### src/rtl/tribus_pkg.sv
// Shared definitions for the three-bus datapath.
// Assumes the ALU operation strobes are bundled in the order given by alu_op_e.
package tribus_pkg;

    // Bit index of each ALU operation inside the operation vector.
    typedef enum int unsigned {
        OP_PASS1 = 0,
        OP_PASS2 = 1,
        OP_SUM   = 2
    } alu_op_e;

    localparam int unsigned NUM_OPS = 3;

    // Number of destination registers fed from the result bus.
    localparam int unsigned NUM_DST = 3;

endpackage

### src/rtl/tribus_bus_drive.sv
// Operand bus driver.
// Combines N enabled sources onto one bus as a wired OR; an undriven bus reads zero.
// Also reports when more than one source is enabled in the same cycle.
// Assumes src[i] is valid whenever en[i] is high.
module tribus_bus_drive #(
    parameter int unsigned W = 16,
    parameter int unsigned N = 2
) (
    input  logic [N-1:0]        en,
    input  logic [N-1:0][W-1:0] src,
    output logic [W-1:0]        bus,
    output logic                multi
);

    logic [N-1:0][W-1:0] gated;

    // Gate each source with its own enable.
    generate
        for (genvar g = 0; g < N; g++) begin : g_gate
            assign gated[g] = en[g] ? src[g] : '0;
        end
    endgenerate

    // OR all gated sources together to form the bus value.
    always_comb begin
        bus = '0;
        for (int i = 0; i < N; i++) begin
            bus = bus | gated[i];
        end
    end

    // Flag more than one enabled source.
    always_comb begin
        multi = ($countones(en) > 1);
    end

endmodule

### src/rtl/tribus_alu.sv
// Two-operand ALU with pass-through and add operations.
// The result is zero when no operation is requested and when more than one is
// requested; the latter also raises err. There is no increment operation.
module tribus_alu
    import tribus_pkg::*;
#(
    parameter int unsigned W = 16
) (
    input  logic [W-1:0]       a,
    input  logic [W-1:0]       b,
    input  logic [NUM_OPS-1:0] op,
    output logic [W-1:0]       y,
    output logic               err
);

    logic [W-1:0] sum;

    // Modulo-2^W adder.
    always_comb begin
        sum = a + b;
    end

    // Detect a request for more than one operation.
    always_comb begin
        err = ($countones(op) > 1);
    end

    // Steer the selected operation onto the result.
    always_comb begin
        y = '0;
        if (!err) begin
            unique case (1'b1)
                op[OP_PASS1]: y = a;
                op[OP_PASS2]: y = b;
                op[OP_SUM]:   y = sum;
                default:      y = '0;
            endcase
        end
    end

endmodule

### src/rtl/tribus_regs.sv
// Register bank of the datapath: PC, MAR, MBR and IR, plus the read-pending bit.
// PC, MAR and IR load the result bus on their write-enables. MBR loads memory read
// data in the cycle after a read request. Synchronous active-low reset.
module tribus_regs #(
    parameter int unsigned W = 16
) (
    input  logic         clk,
    input  logic         rst_n,
    input  logic [W-1:0] res,
    input  logic         ld_mar,
    input  logic         ld_pc,
    input  logic         ld_ir,
    input  logic         rd_req,
    input  logic [W-1:0] rdata,
    output logic [W-1:0] pc,
    output logic [W-1:0] mar,
    output logic [W-1:0] mbr,
    output logic [W-1:0] ir,
    output logic         rd_pend
);

    // Program counter: loads the result bus.
    always_ff @(posedge clk) begin
        if (!rst_n)     pc <= '0;
        else if (ld_pc) pc <= res;
    end

    // Memory address register: loads the result bus.
    always_ff @(posedge clk) begin
        if (!rst_n)      mar <= '0;
        else if (ld_mar) mar <= res;
    end

    // Instruction register: loads the result bus.
    always_ff @(posedge clk) begin
        if (!rst_n)     ir <= '0;
        else if (ld_ir) ir <= res;
    end

    // Read-pending flag: marks the cycle in which memory returns data.
    always_ff @(posedge clk) begin
        if (!rst_n) rd_pend <= 1'b0;
        else        rd_pend <= rd_req;
    end

    // Memory buffer register: captures read data at the end of the pending cycle.
    always_ff @(posedge clk) begin
        if (!rst_n)       mbr <= '0;
        else if (rd_pend) mbr <= rdata;
    end

endmodule

### src/rtl/tribus_datapath.sv
// Three-bus fetch datapath, top level.
// PC drives operand bus one. The constant one and MBR drive operand bus two.
// The ALU drives the result bus, which feeds MAR, PC and IR. MBR is filled by
// memory one cycle after a read request. Conflicts on bus two and multiple
// destination writes set a sticky flag. Control strobes come from outside.
module tribus_datapath
    import tribus_pkg::*;
#(
    parameter int unsigned W = 16
) (
    input  logic         clk,
    input  logic         rst_n,
    input  logic         src_pc_b1,
    input  logic         src_one_b2,
    input  logic         src_mbr_b2,
    input  logic         alu_pass1,
    input  logic         alu_pass2,
    input  logic         alu_sum,
    input  logic         wr_mar,
    input  logic         wr_pc,
    input  logic         wr_ir,
    input  logic         rd_req,
    input  logic [W-1:0] mem_rdata,
    output logic         mem_rd,
    output logic [W-1:0] mem_addr,
    output logic [W-1:0] pc_q,
    output logic [W-1:0] mbr_q,
    output logic [W-1:0] ir_q,
    output logic [W-1:0] res_bus,
    output logic         op_err,
    output logic         bus_conflict
);

    localparam logic [W-1:0] ONE_VAL = W'(1);

    logic [W-1:0]          pc_r, mar_r, mbr_r, ir_r;
    logic [W-1:0]          b1, b2, b3;
    logic                  b1_multi, b2_multi;
    logic                  alu_err;
    logic                  rd_pend;
    logic [NUM_OPS-1:0]    ops;
    logic [NUM_DST-1:0]    dst_we;
    logic                  conflict_q;

    // Bundle the operation strobes in package order.
    always_comb begin
        ops           = '0;
        ops[OP_PASS1] = alu_pass1;
        ops[OP_PASS2] = alu_pass2;
        ops[OP_SUM]   = alu_sum;
    end

    // Bundle the destination write-enables.
    always_comb begin
        dst_we = {wr_ir, wr_pc, wr_mar};
    end

    // Operand bus one: PC is its only source.
    tribus_bus_drive #(.W(W), .N(1)) u_b1 (
        .en    (src_pc_b1),
        .src   (pc_r),
        .bus   (b1),
        .multi (b1_multi)
    );

    // Operand bus two: index 0 is the constant one, index 1 is MBR.
    tribus_bus_drive #(.W(W), .N(2)) u_b2 (
        .en    ({src_mbr_b2, src_one_b2}),
        .src   ({mbr_r, ONE_VAL}),
        .bus   (b2),
        .multi (b2_multi)
    );

    tribus_alu #(.W(W)) u_alu (
        .a   (b1),
        .b   (b2),
        .op  (ops),
        .y   (b3),
        .err (alu_err)
    );

    tribus_regs #(.W(W)) u_regs (
        .clk     (clk),
        .rst_n   (rst_n),
        .res     (b3),
        .ld_mar  (wr_mar),
        .ld_pc   (wr_pc),
        .ld_ir   (wr_ir),
        .rd_req  (rd_req),
        .rdata   (mem_rdata),
        .pc      (pc_r),
        .mar     (mar_r),
        .mbr     (mbr_r),
        .ir      (ir_r),
        .rd_pend (rd_pend)
    );

    // Sticky conflict flag: set by any source or destination conflict, cleared by reset.
    always_ff @(posedge clk) begin
        if (!rst_n)
            conflict_q <= 1'b0;
        else if (b1_multi || b2_multi || ($countones(dst_we) > 1))
            conflict_q <= 1'b1;
    end

    // Drive the outputs.
    always_comb begin
        mem_rd       = rd_pend;
        mem_addr     = mar_r;
        pc_q         = pc_r;
        mbr_q        = mbr_r;
        ir_q         = ir_r;
        res_bus      = b3;
        op_err       = alu_err;
        bus_conflict = conflict_q;
    end

endmodule

### config.mk
export PLATFORM = sky130hd
export DESIGN_NAME = tribus_datapath
export DESIGN_NICKNAME = d
export VERILOG_FILES = /design/src/rtl/tribus_pkg.sv /design/src/rtl/tribus_bus_drive.sv /design/src/rtl/tribus_alu.sv /design/src/rtl/tribus_regs.sv /design/src/rtl/tribus_datapath.sv
export SDC_FILE = /design/constraint.sdc
export NUM_CORES = 1
export LEC_CHECK = 0
export ABC_AREA = 1
export BUFFER_PORTS_ARGS = -buffer_cell sky130_fd_sc_hd__buf_2
export CORE_MARGIN = 5
export CORE_UTILIZATION = 45
export CTS_BUF_LIST = sky130_fd_sc_hd__clkbuf_8
export DETAILED_ROUTE_END_ITERATION = 8
export PLACE_DENSITY_LB_ADDON = 0.12
export SLEW_MARGIN = 20
export SYNTH_ARGS = -nofsm -noshare
export SYNTH_HDL_FRONTEND = slang
export SYNTH_SLANG_ARGS = --single-unit
### constraint.sdc
create_clock -name clk -period 2.3 [get_ports clk]
set_input_delay 0.23 -clock clk [delete_from_list [all_inputs] [get_ports clk]]
set_output_delay 0.23 -clock clk [all_outputs]
set_load 0.02 [all_outputs]
### Word-level counts from Yosys, hierarchy flattened

Cells that the tools add are included.

| storage, ports and cells | value |
|---|---|
| register bits | 66 |
| input bits | 28 |

| operators by class | value |
|---|---|
| reduce and logical (&&, ||, !) cells | 1 |
| add/subtract/negate cells | 6 |
| bitwise logic cells | 1 |
| order comparisons | 3 |
| multiplexer cells | 5 |

Operator list:

| cell | count |
|---|---|
| $mux 16 | 3 |
| $pmux 16 s3 | 1 |
| $add 32x1->32 | 1 |
| $gt 32x2->1 const B | 1 |
| $add 16x16->16 | 1 |
| $or 16x16->16 | 1 |
| $add 1x1->2 | 3 |
| $add 2x1->3 | 1 |
| $gt 3x1->1 const B | 1 |
| $gt 2x1->1 const B | 1 |
| $logic_or 1x1->1 | 1 |
| $mux 1 | 1 |

### Depth between registers and ports, before layout

Gate-level depths: netlist of the first run.

| logic depth | value |
|---|---|
| depth in word-level cells | 5 |
| gate-level depth with buffers | 16 |
| depth with buffers taken out | 15 |

### Modules after synthesis

From an unflattened synthesis of the first run, not the netlist that was laid out.

| second synthesis, totals | value |
|---|---|
| cells, all modules | 730 |
| area total of the unflattened synthesis | 4593.2 µm² |

Modules (own cells, without submodules):

| module | area each (µm²) | times used | cells each | seq. area each (µm²) |
|---|---|---|---|---|
| tribus_regs | 2803.9 | 1 | 374 | 1301.2 |
| tribus_alu | 1311.3 | 1 | 256 | 0.0 |
| tribus_bus_drive (u_b2) | 236.5 | 1 | 54 | 0.0 |
| tribus_bus_drive (u_b1) | 175.2 | 1 | 36 | 0.0 |
| tribus_datapath | 66.3 | 1 | 10 | 20.0 |

### Worst setup path before layout of the first run

No wires, ideal clock.

| path | value |
|---|---|
| kind | reg-to-output |
| from | register u_regs.mbr[0] |
| to | output res_bus[8] |
| path buffers | 0 |
| cell stages (with the launch flop) | 14 |
| arrival time | 1942 ps |
| slack | 128 ps |
| cells stage by stage | dfxtp_1 > a21o_1 > ha_1 > inv_1 > fa_1 > inv_1 > nand3_1 > nand3_1 > a21oi_1 > nand2_1 > nand2_1 > o21ai_1 > nand2_1 > inv_1 |

| on the way | value |
|---|---|
| longest elaborated chain between the ends | 5 |

RTL lines:

| item | RTL line | text |
|---|---|---|
| from (decl) | tribus_regs.sv:17 | `output logic [W-1:0] mbr,` |
| from (signal assigned) | tribus_regs.sv:49 | `else if (rd_pend) mbr <= rdata;` |
| $mux 16 | tribus_bus_drive.sv:20 | `assign gated[g] = en[g] ? src[g] : '0;` |
| $or 16x16->16 | tribus_bus_drive.sv:28 | `bus = bus \| gated[i];` |
| $add 16x16->16 | tribus_alu.sv:20 | `sum = a + b;` |
| $pmux 16 s3 | tribus_alu.sv:32 | `unique case (1'b1)` |
| $mux 16 | tribus_alu.sv:31 | `if (!err) begin` |
| to (decl) | tribus_datapath.sv:29 | `output logic [W-1:0] res_bus,` |

Every way passes these cells.

### Worst setup path after layout of the first run

| path | value |
|---|---|
| from | register u_regs.mbr[0] |
| to | output res_bus[4] |

The elaborated chain is that of the path after synthesis.

==> impl_metrics.ini, run 1 <==
[job]
drv_cap = 0

[sta]
worst_pin_slew_ns = 0.714
relSlewSlack_pct = 52.4
final.setup.worst_slack_ns = -0.219
slew_violations = 0
holdWs_ns = 0.0833
rsz0062_at_grt = yes
max_freq_mhz = 397
final.period_utilization_pct = 110
fin_skew_ns = 0.0107
fin_crit_ns = 2.52
hold_violations = 0
finalSetupViolations = 12

[synthesis]
synth_cell_types = 38
yosysSeqAreaShare_pct = 34.4
yosysWarnings = 0
synth_nets = 624
synth_top_family_by_area = simple AND/OR/NAND/NOR gates
synth-xor-area-share_pct = 0.228
synthMuxAreaShare_pct = 0
synth-simple-area-share_pct = 25.9
synth_area_per_cell_um2 = 6.65
synth-seq-cells = 66
synthesis.area_um2 = 3840
synthAdderAreaFrac_pct = 6.06
synth_compound_area_share_pct = 20.8
synthCells = 578

[finish]
layout-drive-gt1-share_pct = 47.0
syn2layout_area_growth_pct = 46.6
n_antenna_cell = 0
fin_util_pct = 68.2
nNetsFinal = 782

[route]
ant_nets = 0
routed_wl_mm = 12.5
drtIter0Drc = 158
drt-wirelength-per-cell_um = 14.8
via_count = 4239
drc_errors = 0
vias_per_cell = 5.01
dr.pass1.iters = 4

[critical_path]
startpoint_type = flop
cp.required_ns = 2.07
reg2regPathDepth = 13
endpoint_kind = output port
path_max_fanout = 3
reg2reg_from = u_regs.mbr[0]
worstSetupPathType = reg -> out
slowest_delay_ns = 0.33
worstPathArrival_ns = 2.29
crit_chain = a21o_1 > ha_4 > inv_2 > fa_2 > inv_2 > nand3_2 > nand3_4 > buf_6 > nor2_1 > o221ai_1 > nand2_1 > inv_2 > buf_6
cp-startpoint = u_regs.mbr[0]
crit_top_cell = inv_2
cpMaxStageDelayCell = dfxtp_2

[floorplan]
initial_core_util_pct = 46.5
rows = 33
coreArea_um2 = 8260
die_y_um = 102
die_area_um2 = 10500
dieWidth_um = 102
io_pins = 111

[global_routing]
grtUsageMet3_pct = 4.85
grt_use_met1_pct = 30.5
grt_use_met2_pct = 40.6
grt_max_degree = 51
grtUsageTotal_pct = 23.9
busiest_layer = met2
overflow = 0
antenna_found_initial = 0
grt_pass1_vias = 4157
grt_pass1_wl_mm = 19.8

[place]
port-buffer-count = 110
gp_congestion = 0.885
hpwl_mm = 9.14

[cts]
numClockSinks = 66
clockRootBuffer = clkbuf_8
cts_buffer_depth = 2
cts_tree = done
cts_buffers = 9
cts_max_level = 3
hold_buffers = 0
clkTransAtPathRegs_ns = 0.07
clock_latency_ns = 0.34

[worst_hold_path]
holdCritStartpoint = rd_req
hold_class = in -> reg
holdPathStages = 3

[power_and_ir_drop]
ir_worst_vdd_mv = 0.473
power_uw = 3040
power_density_nw_per_um2 = 540
p_leak_uw = 0.00305

[status]
status = finished with violations
violations = setup timing
## stage by stage
step,instance area (µm²),worst slack (ns),TNS (ns),instances
detailed placement,4780,-0.0806,-0.322,814
CTS,5390,-0.171,-1.71,843
global placement,4780,-0.0825,-0.191,814
floorplan,3840,0.128,0,578
global route,5630,-0.336,-3.01,846
finish,5630,-0.219,-1.28,846
## registers in the layout (all words and copies together), names as in the netlist
register	flops
bus_conflict	1
u_regs.ir	16
u_regs.mbr	16
u_regs.mar	16
u_regs.rd_pend	1
u_regs.pc	16
## worst paths after layout
check                    to  slack (ns)
max              res_bus[4]       -0.22
min          u_regs.rd_pend        0.08
max reg2reg   u_regs.mar[4]        0.19
min reg2reg    bus_conflict        0.49
## power by group
group	switching (µW)	internal, µW
Clock	498	508
Combinational	459	306
Sequential	51.1	1220
Total	1010	2030
## synth_stat cells, drive strengths merged
library cell / count / area [µm²]
nand2: 144 / 583
inv: 99 / 372
dfxtp: 66 / 1320
o21ai: 66 / 330
a21oi: 59 / 355
nor2: 48 / 183
nand3: 24 / 140
clkbuf: 19 / 73.8
ha: 17 / 213
o22ai: 9 / 56.3
buf: 7 / 36.3
or2: 5 / 33.8
nor3: 3 / 25.0
o221ai: 3 / 32.5
nand3b: 2 / 18.8
a21o: 1 / 7.51
a221o: 1 / 10.0
a221oi: 1 / 8.76
and2: 1 / 6.26
fa: 1 / 20.0
nand4: 1 / 6.26
xnor2: 1 / 8.76
## cells by family after synthesis
| family | after synthesis |
|---|---|
| and+or+nand+nor | 228 |
| AOI/OAI and AO/OA | 140 |
| buffers and inverters | 125 |
| DFF | 66 |
| adders and majority gates | 18 |
| xor gates and xnor gates | 1 |
## final cells by class
class	instances	area [µm²]
Fill cell	713	2630
Multi-Input combinational cell	387	2450
Sequential cell	66	1350
Timing Repair Buffer	173	1130
Inverter	99	372
Tap cell	105	131
Clock buffer	9	124
Clock inverter	7	76.3
## worst max-delay path: cells and delay by family, from the launching register on
kind	cells	cell delay, ns
adders and majority gates	2	0.47
buffers and inverters	5	0.44
and+or+nand+nor	4	0.37
AOI/OAI and AO/OA	2	0.35
DFF	1	0.33
## what timing repair did
item,4_1_cts,5_1_grt
pin swaps,21,21
setup endpoints to repair,14,15
buffers inserted,13,4
gates resized for setup,93,65
## per-layer routing
metal  vias to the layer above  share of wire (%)
met4                         0                2.2
met1                      1950                 44
met5                         -                  0
met2                       112                 48
met3                        21                5.5
li1                       2156                  -
## cell usage in the layout, fill, tap and decap left out, types with 4 or more instances in the layout
cell type and count:
o21ai_0 65, o22ai_1 9, dfxtp_1 44, nand2_1 95, nor2_1 44, nand2_4 7, buf_6 15, ha_4 12
clkbuf_8 9, inv_1 71, nand3_4 5, ha_1 5, a21oi_1 39, a21oi_2 17, nand3_2 9, inv_2 28
nand2_2 42, nand3_1 10, dfxtp_2 22, nor2_2 4, buf_4 61, buf_2 96
Power figures use the tool's default switching activity.
==> inputs of run 2 (changes only) <==
--- a/config.mk
+++ b/config.mk
@@ -10,8 +10,10 @@
 export CORE_MARGIN = 5
 export CORE_UTILIZATION = 45
 export CTS_BUF_LIST = sky130_fd_sc_hd__clkbuf_8
+export CTS_CLUSTER_SIZE = 10
 export DETAILED_ROUTE_END_ITERATION = 8
 export PLACE_DENSITY_LB_ADDON = 0.12
+export REMOVE_ABC_BUFFERS = 1
 export SLEW_MARGIN = 20
 export SYNTH_ARGS = -nofsm -noshare
 export SYNTH_HDL_FRONTEND = slang
==> impl_metrics.ini, run 2 (synthesized netlist as in run 1, its figures left out) <==
[finish]
layout-drive-gt1-share_pct = 44.5
nNetsFinal = 774
layout.cells.most_common = nand2_1
final_cell_mix = nand2_1 (105), buf_2 (95), inv_1 (70)
nFillCells = 752
syn2layout_area_growth_pct = 44.0
n_antenna_cell = 0
fin_util_pct = 67.0

[status]
status = finished with violations
violations = setup timing

[power_and_ir_drop]
combPwrFrac_pct = 22.7
intPower_uw = 2270
clockPowerShare_pct = 38.6
p_leak_uw = 0.00300
p_seq_share_pct = 38.8
power_density_nw_per_um2 = 590
ir_worst_vdd_mv = 0.349
p_switching_uw = 995
p_sw_share_pct = 30.5

[critical_path]
cpMaxStageDelayCell = dfxtp_2
endpoint_kind = output port
worstSetupPathType = reg -> out
crit_chain = a21o_1 > ha_2 > inv_2 > fa_2 > inv_2 > buf_4 > nand2_2 > nand3_4 > nand2_2 > nand2_1 > nand2_1 > nand3_1 > nand2_1 > nand2_2 > inv_2 > buf_6
cp.required_ns = 2.07
worstPathArrival_ns = 2.30
slowest_delay_ns = 0.34
path_max_fanout = 4
crit_buf_inv = 5
startpoint_type = flop
critPathTopFamily = simple AND/OR/NAND/NOR gates

[global_routing]
antenna_found_initial = 0
grt_pass1_vias = 4288
overflow = 0
grtUsageTotal_pct = 23.2
grt_pass1_wl_mm = 19.3
grt_max_degree = 34

[cts]
cts_buffers = 9
hold_buffers = 0
numClockSinks = 66
clockRootBuffer = clkbuf_8
cts_tree = done
clkTransAtPathRegs_ns = 0.08
cts_max_level = 3
clock_latency_ns = 0.35
cts_buffer_depth = 2

[route]
via_count = 4248
drt-wirelength-per-cell_um = 14.6
vias_per_cell = 5.07
dr.pass1.iters = 4
drc_errors = 0
drtIter0Drc = 181
ant_nets = 0
routed_wl_mm = 12.2

[floorplan]
rows = 33
coreArea_um2 = 8260
initial_core_util_pct = 46.5
die_area_um2 = 10500
die_y_um = 102
dieWidth_um = 102
io_pins = 111

[sta]
finalSetupViolations = 11
fin_skew_ns = 0.00537
relSlewSlack_pct = 62.8
hold_violations = 0
slew_violations = 0
worst_pin_slew_ns = 0.558
holdWs_ns = 0.0672
fin_crit_ns = 2.53
final.period_utilization_pct = 110
rsz0062_at_grt = yes
max_freq_mhz = 396
final.setup.worst_slack_ns = -0.225

[place]
port-buffer-count = 110
gp_congestion = 0.897
hpwl_mm = 8.97

[job]
drv_cap = 0

[worst_hold_path]
hold_class = in -> reg
## run 2: cell types whose count changed in the layout (fill, tap and decap cells not counted), moves of 2 or more
cell and change:
clkinvlp_4 -2, ha_1 -2, nor2_1 +2, bufinv_16 +2, buf_6 -5, nand2_1 +10, a21oi_2 +3, nand3_2 -4
a21oi_4 -2, nand2_2 -8, nand3_1 +5, nor2_2 -2, nand2_4 -2
## run 2: what timing repair did
action,4_1_cts,5_1_grt
endpoints found under the setup margin,15,15
resized for setup,61,72
pin swaps,11,24
setup buffers,7,7
## run 2: routing by layer
layer	track usage [%]	wire length (µm)
met5	0	0
met1	27.5	4970
met3	4.85	725
met4	8.17	298
met2	41.3	6250
## run 2: final cells by class
type | count | area, µm² | share of cell area, %
multi-input cells | 387 | 2390 | 43.2
flip-flops and latches | 66 | 1350 | 24.4
repair buffers | 165 | 1040 | 18.8
inverters | 99 | 372 | 6.72
clock buffers | 10 | 138 | 2.49
well taps | 105 | 131 | 2.37
clock inverters | 6 | 113 | 2.04
## run 2: worst paths after layout
kind                            slack, ns  cells past startpoint              to           from
worst min register to register       0.49                      2    bus_conflict   bus_conflict
worst max register to register       0.19                     15  u_regs.mar[14]  u_regs.mbr[0]
worst max-delay path                -0.23                     16     res_bus[14]  u_regs.mbr[0]
worst min-delay path                 0.07                      3  u_regs.rd_pend         rd_req
## run 2: per-stage QoR
stage	setup TNS [ns]	instances	setup WS (ns)	area (µm²)	total power [µW]
after detailed placement	-0.490	808	-0.0984	4720	1930
after global placement	-0.181	808	-0.0567	4720	1920
after floorplan	0	552	0.112	3730	1630
after global routing	-3.32	838	-0.381	5530	3420
final	-1.43	838	-0.225	5530	3260
after CTS	-1.34	831	-0.189	5300	3240
## run 2: worst reg2reg max path: stages (launching register included)
cell and delay, ns:
dfxtp_2 0.34, a21o_1 0.13, ha_2 0.19, inv_2 0.04, fa_2 0.33, inv_2 0.09, buf_4 0.11, nand2_2 0.06
nand3_4 0.09, nand2_2 0.07, nand3_2 0.07, nand3_1 0.08, nand2_1 0.12, nand2_2 0.06, buf_4 0.17, a21oi_2 0.10
## run 2: power by group through the flow
stage	Clock, µW	Combinational [µW]	Sequential, µW
final	1260	740	1260
after global routing	1340	806	1270
after CTS	1280	706	1260
after detailed placement	0	647	1290
after global placement	0	637	1280
after floorplan	0	261	1370
==> inputs of run 3 (changes only) <==
==> constraint.sdc (replaced) <==
create_clock -name clk -period 2.3 [get_ports clk]
set_input_delay 0.23 -clock clk [delete_from_list [all_inputs] [get_ports clk]]
set_output_delay 0.23 -clock clk [all_outputs]
set_load 0.01 [all_outputs]
==> impl_metrics.ini, run 3 (synthesized netlist as in run 1, its figures left out) <==
[finish]
n_antenna_cell = 0
layout.cells.most_common = buf_2
layout-drive-gt1-share_pct = 49.5
multiInputGateArea_um2 = 2530
nNetsFinal = 779
regArea_um2 = 1360
final_cell_mix = buf_2 (104), nand2_1 (88), o21ai_0 (65)
syn2layout_area_growth_pct = 47.0
nFillCells = 705
final_area_um2 = 5650

[critical_path]
reg2reg_from = u_regs.pc[0]
crit_chain = nand2_2 > inv_1 > ha_2 > inv_2 > fa_2 > inv_2 > nand3_2 > nand3_4 > buf_4 > nor2_1 > o221ai_1 > nand2_1 > inv_1 > buf_2
crit_buf_inv = 6
reg2regPathDepth = 15
cp.required_ns = 2.07
worstSetupPathType = reg -> out
slowest_delay_ns = 0.34
worstPathArrival_ns = 2.30
startpoint_type = flop
critPathTopFamily = buffers and inverters
cpMaxStageDelayCell = dfxtp_2
path_max_fanout = 3
endpoint_kind = output port
r2r_end = u_regs.pc[4]
regToRegSetupSlack_ns = 0.07

[power_and_ir_drop]
p_leak_uw = 0.00309
ir_worst_vdd_mv = 0.354
intPower_uw = 2030
power_density_nw_per_um2 = 528
p_seq_share_pct = 42.4
combPwrFrac_pct = 23.2
p_switching_uw = 958
clockPowerShare_pct = 34.5
p_sw_share_pct = 32.1

[cts]
cts_tree = done
clkTransAtPathRegs_ns = 0.08
clock_latency_ns = 0.36
cts_buffer_depth = 2
cts_max_level = 3
clockRootBuffer = clkbuf_8
hold_buffers = 0
numClockSinks = 66
cts_buffers = 9

[sta]
slew_violations = 0
setup_tns_ns = -1.20
final.period_utilization_pct = 110
final.setup.worst_slack_ns = -0.229
fin_crit_ns = 2.53
hold_violations = 0
finalSetupViolations = 11
worst_pin_slew_ns = 0.555
max_freq_mhz = 395
relSlewSlack_pct = 63.0
fin_skew_ns = 0.0128
rsz0062_at_grt = yes
holdWs_ns = 0.0586

[status]
status = finished with violations
violations = setup timing

[route]
vias_per_cell = 5.11
ant_nets = 0
drtIter0Drc = 105
routed_wl_mm = 12.5
drc_errors = 0
dr.pass1.iters = 5
via_count = 4307
drt-wirelength-per-cell_um = 14.8

[global_routing]
antenna_found_initial = 0
grtUsageTotal_pct = 23.1
grt_pass1_vias = 4155
grt_pass1_wl_mm = 19.1
grt_max_degree = 34
overflow = 0

[floorplan]
die_y_um = 102
rows = 33
die_area_um2 = 10500
initial_core_util_pct = 46.5
io_pins = 111
coreArea_um2 = 8260
dieWidth_um = 102

[place]
hpwl_mm = 8.83
placed_area_um2 = 4670
gp_congestion = 0.907
port-buffer-count = 110

[worst_hold_path]
holdPathStages = 3
holdCritStartpoint = rd_req
hold_class = in -> reg
whs_endpoint = u_regs.rd_pend

[job]
drv_cap = 0
==> run 3: cell count changes in the layout (fill, tap and decap cells not counted), sizes merged <==
cell | before | now
inv | 100 | 101
clkinvlp | 0 | 1
clkbuf | 10 | 9
buf | 165 | 170
bufinv | 3 | 1
clkinv | 2 | 3
==> run 3: cell type report <==
| class | instances | area share, % |
|---|---|---|
| Multi-Input combinational cell | 387 | 44.9 |
| Sequential cell | 66 | 24.0 |
| Timing Repair Buffer | 170 | 18.5 |
| Inverter | 99 | 6.72 |
| Tap cell | 105 | 2.33 |
| Clock buffer | 9 | 2.19 |
| Clock inverter | 7 | 1.37 |
==> run 3: worst max path at each step <==
stage / cells after the start / slack, ns / from / endpoint
2_1_floorplan: 13 / 0.25 / u_regs.mbr[0] / res_bus[8]
3_3_place_gp: 15 / -0.03 / src_mbr_b2 / res_bus[7]
3_5_place_dp: 16 / -0.04 / src_mbr_b2 / res_bus[12]
4_1_cts: 15 / -0.18 / u_regs.mbr[0] / res_bus[14]
5_1_grt: 14 / -0.34 / u_regs.mbr[0] / res_bus[12]
6_report: 14 / -0.23 / u_regs.pc[0] / res_bus[4]
==> run 3: power groups by stage <==
stage               logic, µW  registers (µW)  clock network (µW)
finish                    691            1260                1030
global route              756            1270                1080
CTS                       622            1260                1050
detailed placement        564            1280                   0
global placement          553            1280                   0
floorplan                 245            1310                   0
==> run 3: layer usage <==
layer / vias up / track usage (%) / wire [µm]
li1: 2150 / - / -
met1: 1995 / 27.4 / 5140
met2: 137 / 42.1 / 6390
met3: 25 / 3.69 / 681
met4: 0 / 8.07 / 241
met5: - / 0 / 0
==> run 3: stage by stage <==
stage	worst slack (ns)	total power [µW]	util (%)	instances
after floorplan	0.252	1560	-	552
after global placement	-0.0319	1840	56.5	801
after detailed placement	-0.0438	1850	56.5	801
after CTS	-0.176	2930	63.4	830
after global routing	-0.340	3110	68.4	843
final	-0.229	2980	68.4	843
==> run 3: worst reg2reg max path, cell delays in order (launching register included) <==
cell and delay [ns]:
dfxtp_2 0.34, nand2_2 0.06, inv_1 0.07, ha_2 0.18, inv_2 0.04, fa_2 0.33, inv_2 0.10, nand3_2 0.09
nand3_4 0.10, buf_4 0.13, nor2_1 0.04, o221ai_1 0.17, nand2_1 0.11, buf_4 0.15, buf_4 0.13, a21oi_1 0.12
==> run 3: timing repair <==
| item | CTS | global route |
|---|---|---|
| resized for setup | 64 | 101 |
| pin swaps | 13 | 41 |
| gates cloned | 0 | 0 |
| setup buffers | 13 | 14 |
| setup endpoints to repair | 14 | 15 |
